===== config.mk =====
export PLATFORM = sky130hd
export DESIGN_NAME = i2ct_target
export DESIGN_NICKNAME = d
export VERILOG_FILES = /design/src/rtl/i2ct_pkg.sv /design/src/rtl/i2ct_sync.sv /design/src/rtl/i2ct_ptr_step.sv /design/src/rtl/i2ct_regfile.sv /design/src/rtl/i2ct_target.sv
export SDC_FILE = /design/constraint.sdc
export NUM_CORES = 1
export LEC_CHECK = 0
export BUFFER_PORTS_ARGS = -buffer_cell sky130_fd_sc_hd__buf_2
export CAP_MARGIN = 40
export CORE_MARGIN = 1
export CORE_UTILIZATION = 53
export DETAILED_ROUTE_END_ITERATION = 6
export PLACE_DENSITY = 0.8
export SLEW_MARGIN = 10
export SYNTH_ARGS = -nofsm -noshare
export SYNTH_HDL_FRONTEND = slang
export SYNTH_SLANG_ARGS = --single-unit

===== constraint.sdc =====
create_clock -name clk -period 3.7 [get_ports clk]
set_input_delay 0.185 -clock clk [delete_from_list [all_inputs] [get_ports clk]]
set_output_delay 0.185 -clock clk [all_outputs]
set_load 0.03 [all_outputs]

===== src/rtl/i2ct_pkg.sv =====
package i2ct_pkg;
  typedef enum logic [3:0] {
    ST_IDLE, ST_DEVADDR, ST_DEVACK, ST_PTR, ST_PTRACK,
    ST_WDATA, ST_WACK, ST_RDATA, ST_RACK
  } state_t;

  localparam int MAP_REGS = 16;
  localparam logic [MAP_REGS-1:0] MAP_ALLOC = 16'h8267;
  localparam logic [MAP_REGS-1:0][7:0] MAP_MASK =
    128'hFFFF_FFFF_FFFF_03FF_FF3F_FFFF_FF0F_FFFF;
  localparam int MAP_STAT = 9;
  localparam logic [3:0] DEV_CODE = 4'b0111;
endpackage


===== src/rtl/i2ct_sync.sv =====
module i2ct_sync #(
  parameter int W = 2
) (
  input  logic         clk,
  input  logic         rst_n,
  input  logic [W-1:0] pin_i,
  output logic [W-1:0] lvl_o,
  output logic [W-1:0] rise_o,
  output logic [W-1:0] fall_o
);
  logic [W-1:0] s1_q, s2_q, s3_q;

  // bus lines idle high, so the chain resets to ones
  always_ff @(posedge clk or negedge rst_n) begin
    if (!rst_n) begin
      s1_q <= '1;
      s2_q <= '1;
      s3_q <= '1;
    end else begin
      s1_q <= pin_i;
      s2_q <= s1_q;
      s3_q <= s2_q;
    end
  end

  assign lvl_o  = s2_q;
  assign rise_o = s2_q & ~s3_q;
  assign fall_o = ~s2_q & s3_q;
endmodule


===== src/rtl/i2ct_ptr_step.sv =====
module i2ct_ptr_step #(
  parameter int                REGS  = 16,
  parameter logic [REGS-1:0]   ALLOC = '1
) (
  input  logic [7:0] ptr_i,
  output logic [7:0] nxt_o
);
  // smallest allocated address above ptr, else smallest allocated address
  always_comb begin
    nxt_o = '0;
    for (int i = REGS - 1; i >= 0; i--) begin
      if (ALLOC[i]) nxt_o = 8'(i);
    end
    for (int i = REGS - 1; i >= 0; i--) begin
      if (ALLOC[i] && (i > int'(ptr_i))) nxt_o = 8'(i);
    end
  end
endmodule


===== src/rtl/i2ct_regfile.sv =====
module i2ct_regfile #(
  parameter int                    REGS  = 16,
  parameter logic [REGS-1:0]       ALLOC = '1,
  parameter logic [REGS-1:0][7:0]  MASK  = '1,
  parameter int                    STAT  = 0
) (
  input  logic              clk,
  input  logic              rst_n,
  input  logic              wr_en_i,
  input  logic [7:0]        addr_i,
  input  logic [7:0]        wr_data_i,
  input  logic              smp_stb_i,
  input  logic              smp_in_i,
  output logic [7:0]        rd_data_o,
  output logic [REGS*8-1:0] regs_o
);
  localparam int PW = (REGS > 1) ? $clog2(REGS) : 1;

  logic       hit;
  logic [7:0] slot [REGS];

  assign hit = ({24'b0, addr_i} < REGS);

  for (genvar i = 0; i < REGS; i++) begin : g_slot
    if (!ALLOC[i]) begin : g_hole
      assign slot[i] = '0;
    end else if (i == STAT) begin : g_hist
      logic [1:0] hist_q;
      always_ff @(posedge clk or negedge rst_n) begin
        if (!rst_n)         hist_q <= '0;
        else if (smp_stb_i) hist_q <= {smp_in_i, hist_q[1]};
      end
      assign slot[i] = {6'b0, hist_q};
    end else begin : g_data
      logic       we;
      logic [7:0] data_q;
      assign we = wr_en_i && hit && (addr_i[PW-1:0] == PW'(i));
      always_ff @(posedge clk or negedge rst_n) begin
        if (!rst_n)  data_q <= '0;
        else if (we) data_q <= wr_data_i & MASK[i];
      end
      assign slot[i] = data_q;
    end
    assign regs_o[i*8 +: 8] = slot[i];
  end

  assign rd_data_o = hit ? slot[addr_i[PW-1:0]] : 8'h00;
endmodule


===== src/rtl/i2ct_target.sv =====
module i2ct_target
  import i2ct_pkg::*;
#(
  parameter int                    REGS  = MAP_REGS,
  parameter logic [REGS-1:0]       ALLOC = MAP_ALLOC,
  parameter logic [REGS-1:0][7:0]  MASK  = MAP_MASK,
  parameter int                    STAT  = MAP_STAT
) (
  input  logic              clk,
  input  logic              rst_n,
  input  logic              scl_i,
  input  logic              sda_i,
  output logic              sda_oe_o,
  input  logic [1:0]        dev_strap_i,
  input  logic              sample_stb_i,
  input  logic              sample_in_i,
  output logic [REGS*8-1:0] reg_q_o
);
  // reset: asserted asynchronously, released on the clock
  logic [1:0] rst_sq;
  logic       rst_q;
  always_ff @(posedge clk or negedge rst_n) begin
    if (!rst_n) rst_sq <= '0;
    else        rst_sq <= {rst_sq[0], 1'b1};
  end
  assign rst_q = rst_sq[1];

  logic [1:0] lvl, rise, fall;
  i2ct_sync #(.W(2)) sync_i (
    .clk(clk), .rst_n(rst_q), .pin_i({sda_i, scl_i}),
    .lvl_o(lvl), .rise_o(rise), .fall_o(fall)
  );

  logic scl_lvl, sda_lvl, scl_rise, scl_fall, bus_start, bus_stop;
  assign scl_lvl   = lvl[0];
  assign sda_lvl   = lvl[1];
  assign scl_rise  = rise[0];
  assign scl_fall  = fall[0];
  assign bus_start = fall[1] & scl_lvl;
  assign bus_stop  = rise[1] & scl_lvl;

  state_t     state_q, state_d;
  logic [3:0] bit_q, bit_d;
  logic [7:0] sh_q, sh_d, tx_q, tx_d, ptr_q, ptr_d;
  logic       rw_q, rw_d, oe_q, oe_d, mack_q, mack_d;
  logic       wr_en;
  logic [7:0] rd_data, ptr_nxt;
  logic [6:0] dev_id;

  assign dev_id = {DEV_CODE, dev_strap_i, 1'b0};

  i2ct_ptr_step #(.REGS(REGS), .ALLOC(ALLOC)) step_i (
    .ptr_i(ptr_q), .nxt_o(ptr_nxt)
  );

  i2ct_regfile #(.REGS(REGS), .ALLOC(ALLOC), .MASK(MASK), .STAT(STAT)) rf_i (
    .clk(clk), .rst_n(rst_q), .wr_en_i(wr_en), .addr_i(ptr_q),
    .wr_data_i(sh_q), .smp_stb_i(sample_stb_i), .smp_in_i(sample_in_i),
    .rd_data_o(rd_data), .regs_o(reg_q_o)
  );

  always_comb begin
    state_d = state_q;
    bit_d   = bit_q;
    sh_d    = sh_q;
    tx_d    = tx_q;
    ptr_d   = ptr_q;
    rw_d    = rw_q;
    oe_d    = oe_q;
    mack_d  = mack_q;
    wr_en   = 1'b0;
    if (bus_start) begin
      state_d = ST_DEVADDR;
      bit_d   = '0;
      oe_d    = 1'b0;
    end else if (bus_stop) begin
      state_d = ST_IDLE;
      oe_d    = 1'b0;
    end else begin
      unique case (state_q)
        ST_DEVADDR, ST_PTR, ST_WDATA: begin
          if (scl_rise) begin
            sh_d  = {sh_q[6:0], sda_lvl};
            bit_d = bit_q + 4'd1;
          end else if (scl_fall && bit_q == 4'd8) begin
            bit_d = '0;
            if (state_q == ST_DEVADDR) begin
              if (sh_q[7:1] == dev_id) begin
                rw_d    = sh_q[0];
                state_d = ST_DEVACK;
                oe_d    = 1'b1;
              end else begin
                state_d = ST_IDLE;
              end
            end else begin
              state_d = (state_q == ST_PTR) ? ST_PTRACK : ST_WACK;
              oe_d    = 1'b1;
            end
          end
        end
        ST_DEVACK, ST_PTRACK, ST_WACK: begin
          if (scl_rise) begin
            if (state_q == ST_PTRACK) ptr_d = sh_q;
            if (state_q == ST_WACK) begin
              wr_en = 1'b1;
              ptr_d = ptr_nxt;
            end
          end else if (scl_fall) begin
            oe_d = 1'b0;
            if (state_q == ST_DEVACK && rw_q) begin
              tx_d    = rd_data;
              ptr_d   = ptr_nxt;
              oe_d    = ~rd_data[7];
              state_d = ST_RDATA;
            end else begin
              state_d = (state_q == ST_DEVACK) ? ST_PTR : ST_WDATA;
            end
          end
        end
        ST_RDATA: begin
          if (scl_rise) begin
            bit_d = bit_q + 4'd1;
          end else if (scl_fall) begin
            if (bit_q == 4'd8) begin
              oe_d    = 1'b0;
              bit_d   = '0;
              state_d = ST_RACK;
            end else begin
              oe_d = ~tx_q[3'd7 - bit_q[2:0]];
            end
          end
        end
        ST_RACK: begin
          if (scl_rise) begin
            mack_d = ~sda_lvl;
          end else if (scl_fall) begin
            if (mack_q) begin
              tx_d    = rd_data;
              ptr_d   = ptr_nxt;
              oe_d    = ~rd_data[7];
              state_d = ST_RDATA;
            end else begin
              state_d = ST_IDLE;
            end
          end
        end
        default: ;
      endcase
    end
  end

  always_ff @(posedge clk or negedge rst_q) begin
    if (!rst_q) begin
      state_q <= ST_IDLE;
      bit_q   <= '0;
      sh_q    <= '0;
      tx_q    <= '0;
      ptr_q   <= '0;
      rw_q    <= 1'b0;
      oe_q    <= 1'b0;
      mack_q  <= 1'b0;
    end else begin
      state_q <= state_d;
      bit_q   <= bit_d;
      sh_q    <= sh_d;
      tx_q    <= tx_d;
      ptr_q   <= ptr_d;
      rw_q    <= rw_d;
      oe_q    <= oe_d;
      mack_q  <= mack_d;
    end
  end

  assign sda_oe_o = oe_q;
endmodule


==> metrics, run 1 <==
vias per cell=5.477; I/O pin count=137; core area=0.009284 mm²; Max-slew headroom=47.28%; Arr. time, crit path=2.92 ns; Die X=100.0 µm; setup TNS=0 ns; Final period util=72.21%; final WL=10.73 mm; cts repair resizes=0; share of cells above drive strength 1=20.41%; number of flops mapped to enable cells by yosys=0; final hold violation count=0; sequential fraction of the synthesis area=42.92%; count of cell types in the netlist=69; worst path cell trace=ha_1, a31oi_1, or4_1, a2111o_1, mux2_4; routed len/inst=16.19 µm; worst slew pin tran=0.7835 ns; R2R Path End=ptr_q[2]; CTS HTree Levels=3; routability cong.=0.8694; largest net degree at the start of global routing=55; DP Area=0.005124 mm²; slowest CP cell=dfstp_2; pwr dens=544.1 mW/mm²; min cycle time layout=2.672 ns; antenna violations before repair=0; Worst EP required=3.95 ns; Area Overhead vs Synth=5.211%; worst min path class=in -> reg; final setup fails=0; Max Cap Viol=0; number of cells on the critical path=5; all-layer global routing usage=22.91%; total number of vias=3631; synthesized instance count=487; Peak VDD IR=0.0002701 V; Initial DRC Count=239; Sequential Area=0.002188 mm²; FMAX=0.3743 GHz; ys flop type=dfrtp_1; FF-to-FF Start=sync_i.lvl_o[0]; area occupied by multi-input gates=0.002430 mm²; CP Max Fanout=15; status=completed; total power=0.002914 W; vias in the first global route=3457; yosys warns=0; Worst Setup SP=sync_i.lvl_o[0]; pre-CTS setup slack=1.081 ns; Final Worst Setup Slack=1.028 ns; Worst-path clk slew=0.10 ns; Worst Reg-to-Reg Cells=5; Crit Path Category=reg -> reg; leakage power total=2.762 nW; Pre-Repair DR Iteration Count=5; number of buffers created by CTS=9; Antenna Nets Post-Route=0; dpl hpwl=7.466 mm; Initial Utilization=54.82%; clk_lat worst skew=0.37 ns; die height=100.0 µm; critical path capture point=ptr_q[2]; ys async rst share=100.0%; RSZ-0062 raised after global routing=false; slowest cell delay on critical path=0.63 ns; Cell Area, Synth=0.005090 mm²; ANT cells=0; hold path start=sample_in_i; fin area=0.005355 mm²; clk_skew=0.01692 ns; Max clock buf depth=2; Root Buffer=clkbuf_8; FF+latch count, synth=87; remaining routing DRC violations=0; die area=0.009999 mm²; Max Slew Vio Count=0; syn avg cell area=10.45 µm²; row cnt=35; R2R Setup Slk=1.03 ns; first-pass GRT wire length=17.62 mm; Sink Count=87; crit path launch type=flip-flop; CP endpoint kind=flip-flop; Port-buffer cells=52; CTS tree=built; Final nets=541; CP top delay family=compound AO/OA/AOI/OAI gates; # fillers=826; grt ovf=0; Crit path buffers/inverters=0
[routing by layer]
metal	track usage, %	wire length, µm	vias to the layer above
met5	0	0	-
met1	30.25	4559	1803
met3	4.387	633	30
met2	36.66	5125	172
met4	10.81	416	0
li1	-	-	1626
[timing repair]
action	in CTS	in global routing
buffers inserted	0	0
hold buffers	3	0
hold endpoints to repair	4	0
[synthesized netlist by cell type, types with 4 or more instances]
cell      count  area, µm²
o21ai_1       6      30.03
xor2_1        4      35.03
dfrtp_1      81       2027
nand2_1      34      127.6
nand3b_1      4      30.03
dfstp_2       6      157.7
a211oi_1      4      30.03
o21ai_0      17      85.08
buf_4        85      638.1
inv_1        11      41.29
ha_1          4      50.05
buf_2         5      25.02
a21oi_1      17      85.08
nand2b_1      8      50.05
nor2b_1       6      37.54
clkbuf_1     14      52.55
nand3_1      11      55.05
mux2_1       40      450.4
a31oi_1       7      43.79
a22oi_1       6      45.04
nand4_1       4      25.02
mux2i_1      15      150.1
nor2_1       15      56.30
mux2_2       16      180.2
buf_1         5      18.77
[cells in the final DEF (no fill, tap or decap), types with 4 or more instances in the layout]
cell,instances
mux2_2,16
nand2b_1,8
a31oi_1,7
nand4_1,4
nor2_1,15
dfrtp_1,80
a211oi_1,4
dfstp_2,6
inv_1,11
conb_1,85
nand3b_1,4
buf_2,52
nand2_1,34
xor2_1,4
nor2b_1,6
nand3_1,11
mux2_1,40
clkbuf_8,10
mux2i_1,15
ha_1,4
o21ai_0,17
o21ai_1,6
a22oi_1,6
a21oi_1,17
[how the worst min path moves through the flow]
stage | endpoint | cells past startpoint | slack, ns
final | rf_i.g_slot[9].g_hist.hist_q[1] | 2 | 0.05
after global routing | rf_i.g_slot[9].g_hist.hist_q[1] | 2 | 0.05
after CTS | rf_i.g_slot[9].g_hist.hist_q[1] | 2 | 0.05
after detailed placement | rst_sq[1] | 1 | -0.03
after global placement | rst_sq[0] | 1 | -0.03
after floorplan | rst_sq[0] | 0 | -0.11
[layout make-up]
class,count,share of cell area (%)
well taps,129,3.014
clock inverters,6,1.192
flip-flops and latches,87,40.86
multi-input cells,362,45.37
repair buffers,58,6.215
inverters,11,0.7710
clock buffers,10,2.570
[metrics by stage]
stage	std cells	utilization [%]	hold WS [ns]
after floorplan	570	-	-0.1106
after global placement	643	54.89	-0.02920
after detailed placement	644	55.19	-0.02654
after CTS	663	57.68	0.04816
after global routing	663	57.68	0.05018
final	663	57.68	0.05457
[registers in the layout, indices dropped and copies added, names as in the netlist, 4 cells and up]
| name | flops |
|---|---|
| sh_q | 8 |
| rf_i.g_slot.g_data.data_q | 42 |
| ptr_q | 8 |
| tx_q | 8 |
| bit_q | 4 |
| state_q | 4 |
[cell families after synthesis]
family                   after synthesis  synth area share, %
XOR/XNOR                               4               0.6882
buffers and inverters                121                15.46
other                                  2               0.1475
AND/OR/NAND/NOR                      108                11.82
multiplexers                          76                17.11
adder cells (fa/ha/maj)                4               0.9833
flip-flops                            87                42.92
AO/OA/AOI/OAI                         85                10.87
[power by group]
| group | internal [W] | total [W] | leakage, nW | switching (W) |
|---|---|---|---|---|
| Clock | 0.000281 | 0.000662 | 0.0997 | 0.000381 |
| Combinational | 0.000331 | 0.000915 | 1.50 | 0.000584 |
| Sequential | 0.00107 | 0.00134 | 1.16 | 0.000265 |
| Total | 0.00168 | 0.00291 | 2.76 | 0.00123 |
No activity file was read; power rests on OpenSTA's default activity.
==> run 2, diff against run 1 <==
==> constraint.sdc (replaced) <==
create_clock -name clk -period 2.7 [get_ports clk]
set_input_delay 0.135 -clock clk [delete_from_list [all_inputs] [get_ports clk]]
set_output_delay 0.135 -clock clk [all_outputs]
set_load 0.03 [all_outputs]
==> run 2 against run 1 <==
Sequential share of layout area is 0.82 points lower. Clock power is 44% higher. Non-clock buffer count is 14 higher. Maximum frequency is 6.4% higher.
==> metrics, run 2 (synthesis gave the netlist of run 1 again) <==
grt ovf=0; Die X=100.0 µm; Hold Path End=rf_i.g_slot[9].g_hist.hist_q[0]; Port-buffer cells=52; leakage power total=2.836 nW; Hold Path Depth=2; CTS tree=built; Peak VDD IR=0.0003859 V; routability cong.=0.9174; R2R Setup Slk=0.19 ns; final setup fails=0; largest net degree at the start of global routing=66; pwr dens=750.8 mW/mm²; cts repair resizes=0; Largest Register=rf_i.g_slot.g_data.data_q; Arr. time, crit path=2.77 ns; commonest cells after routing, fill and taps aside=85 x conb_1, 80 x dfrtp_1, 52 x buf_2; most common cell after layout, fill and taps aside=conb_1; worst min path class=in -> reg; vias per cell=5.366; FMAX=0.3981 GHz; hold path start=sample_stb_i; remaining routing DRC violations=0; Final nets=555; die area=0.009999 mm²; ANT cells=0; Worst-path clk slew=0.09 ns; Root Buffer=clkbuf_8; number of buffers created by CTS=9; antenna violations before repair=0; vias in the first global route=3388; Initial DRC Count=204; Initial Utilization=54.82%; CP Max Fanout=8; die height=100.0 µm; first-pass GRT wire length=17.75 mm; CP endpoint kind=flip-flop; Worst Reg-to-Reg Cells=5; R2R Path End=ptr_q[1]; Crit Path Category=reg -> reg; crit path launch type=flip-flop; RSZ-0062 raised after global routing=false; Pre-Repair DR Iteration Count=5; Antenna Nets Post-Route=0; I/O pin count=137; Max Cap Viol=0; final WL=11.06 mm; Sink Count=87; share of cells above drive strength 1=22.08%; Cells after DPL=657; routed len/inst=16.34 µm; Max Slew Vio Count=0; Layout Cells excl Fill=677; clk_lat worst skew=0.36 ns; setup TNS=0 ns; min cycle time layout=2.512 ns; max reg flops=42; CTS HTree Levels=3; all-layer global routing usage=23.14%; dpl hpwl=8.163 mm; final hold violation count=0; Area Overhead vs Synth=7.375%; row cnt=35; worst slew pin tran=0.8394 ns; Final period util=93.04%; FF-to-FF Start=sync_i.lvl_o[0]; total number of vias=3633; core area=0.009284 mm²; setup bufs post-CTS=0; Worst EP required=2.95 ns; Max-slew headroom=43.92%; clk_skew=0.008457 ns; Max clock buf depth=2; status=completed
[run 2: how the worst max path moves through the flow]
| stage | startpoint | endpoint | slack, ns | cells past startpoint |
|---|---|---|---|---|
| final | sync_i.lvl_o[0] | ptr_q[1] | 0.19 | 5 |
| after global routing | sync_i.lvl_o[0] | ptr_q[1] | 0.01 | 7 |
| after CTS | sync_i.lvl_o[0] | ptr_q[2] | 0.19 | 5 |
| after detailed placement | sync_i.lvl_o[0] | ptr_q[2] | 0.20 | 5 |
| after global placement | sync_i.lvl_o[0] | ptr_q[1] | 0.24 | 5 |
| after floorplan | rst_sq[1] | bit_q[0] | 0.11 | 0 |
[run 2: final cells by class]
| cell class | count | area [µm²] |
|---|---|---|
| Fill cell | 804 | 3819 |
| Multi-Input combinational cell | 362 | 2430 |
| Sequential cell | 87 | 2188 |
| Timing Repair Buffer | 72 | 440.4 |
| Tap cell | 129 | 161.4 |
| Clock buffer | 10 | 127.6 |
| Clock inverter | 6 | 76.32 |
| Inverter | 11 | 41.29 |
[run 2: layer usage]
layer | track usage (%) | vias to the layer above | part of all wire (%)
met3 | 4.596 | 23 | 5.6
met5 | 0 | - | 0
met1 | 30.86 | 1803 | 43
li1 | - | 1651 | -
met2 | 37.67 | 156 | 49
met4 | 8.584 | 0 | 2.4
[run 2: critical path: stages, from the launching register on]
cell and delay, ns:
dfstp_2 0.54, inv_1 0.04, ha_1 0.30, or4_1 0.53
a2111o_1 0.64, mux2_4 0.37
[run 2: timing repair]
action / 4_1_cts / 5_1_grt
setup endpoints to repair: 0 / 0
hold buffers: 3 / 1
endpoints found under the hold margin: 4 / 1
[run 2: per-stage QoR]
step	worst slack, ns	cell area (µm²)	power (W)	utilization, %	hold WS (ns)
2_1_floorplan	0.1079	5401	0.002860	-	-0.1606
3_3_place_gp	0.2432	5194	0.003110	55.94	-0.07960
3_5_place_dp	0.1988	5221	0.003150	56.24	-0.07742
4_1_cts	0.1899	5455	0.004101	58.76	0.003317
5_1_grt	0.01183	5465	0.004327	58.87	0.02827
6_report	0.1880	5465	0.004103	58.87	0.03294
[run 2: report_power, final]
group          total [W]  internal [W]  switching, W
combinational    0.00135      0.000510      0.000843
sequential       0.00180       0.00147      0.000327
clock           0.000954      0.000447      0.000508
total            0.00410       0.00243       0.00168
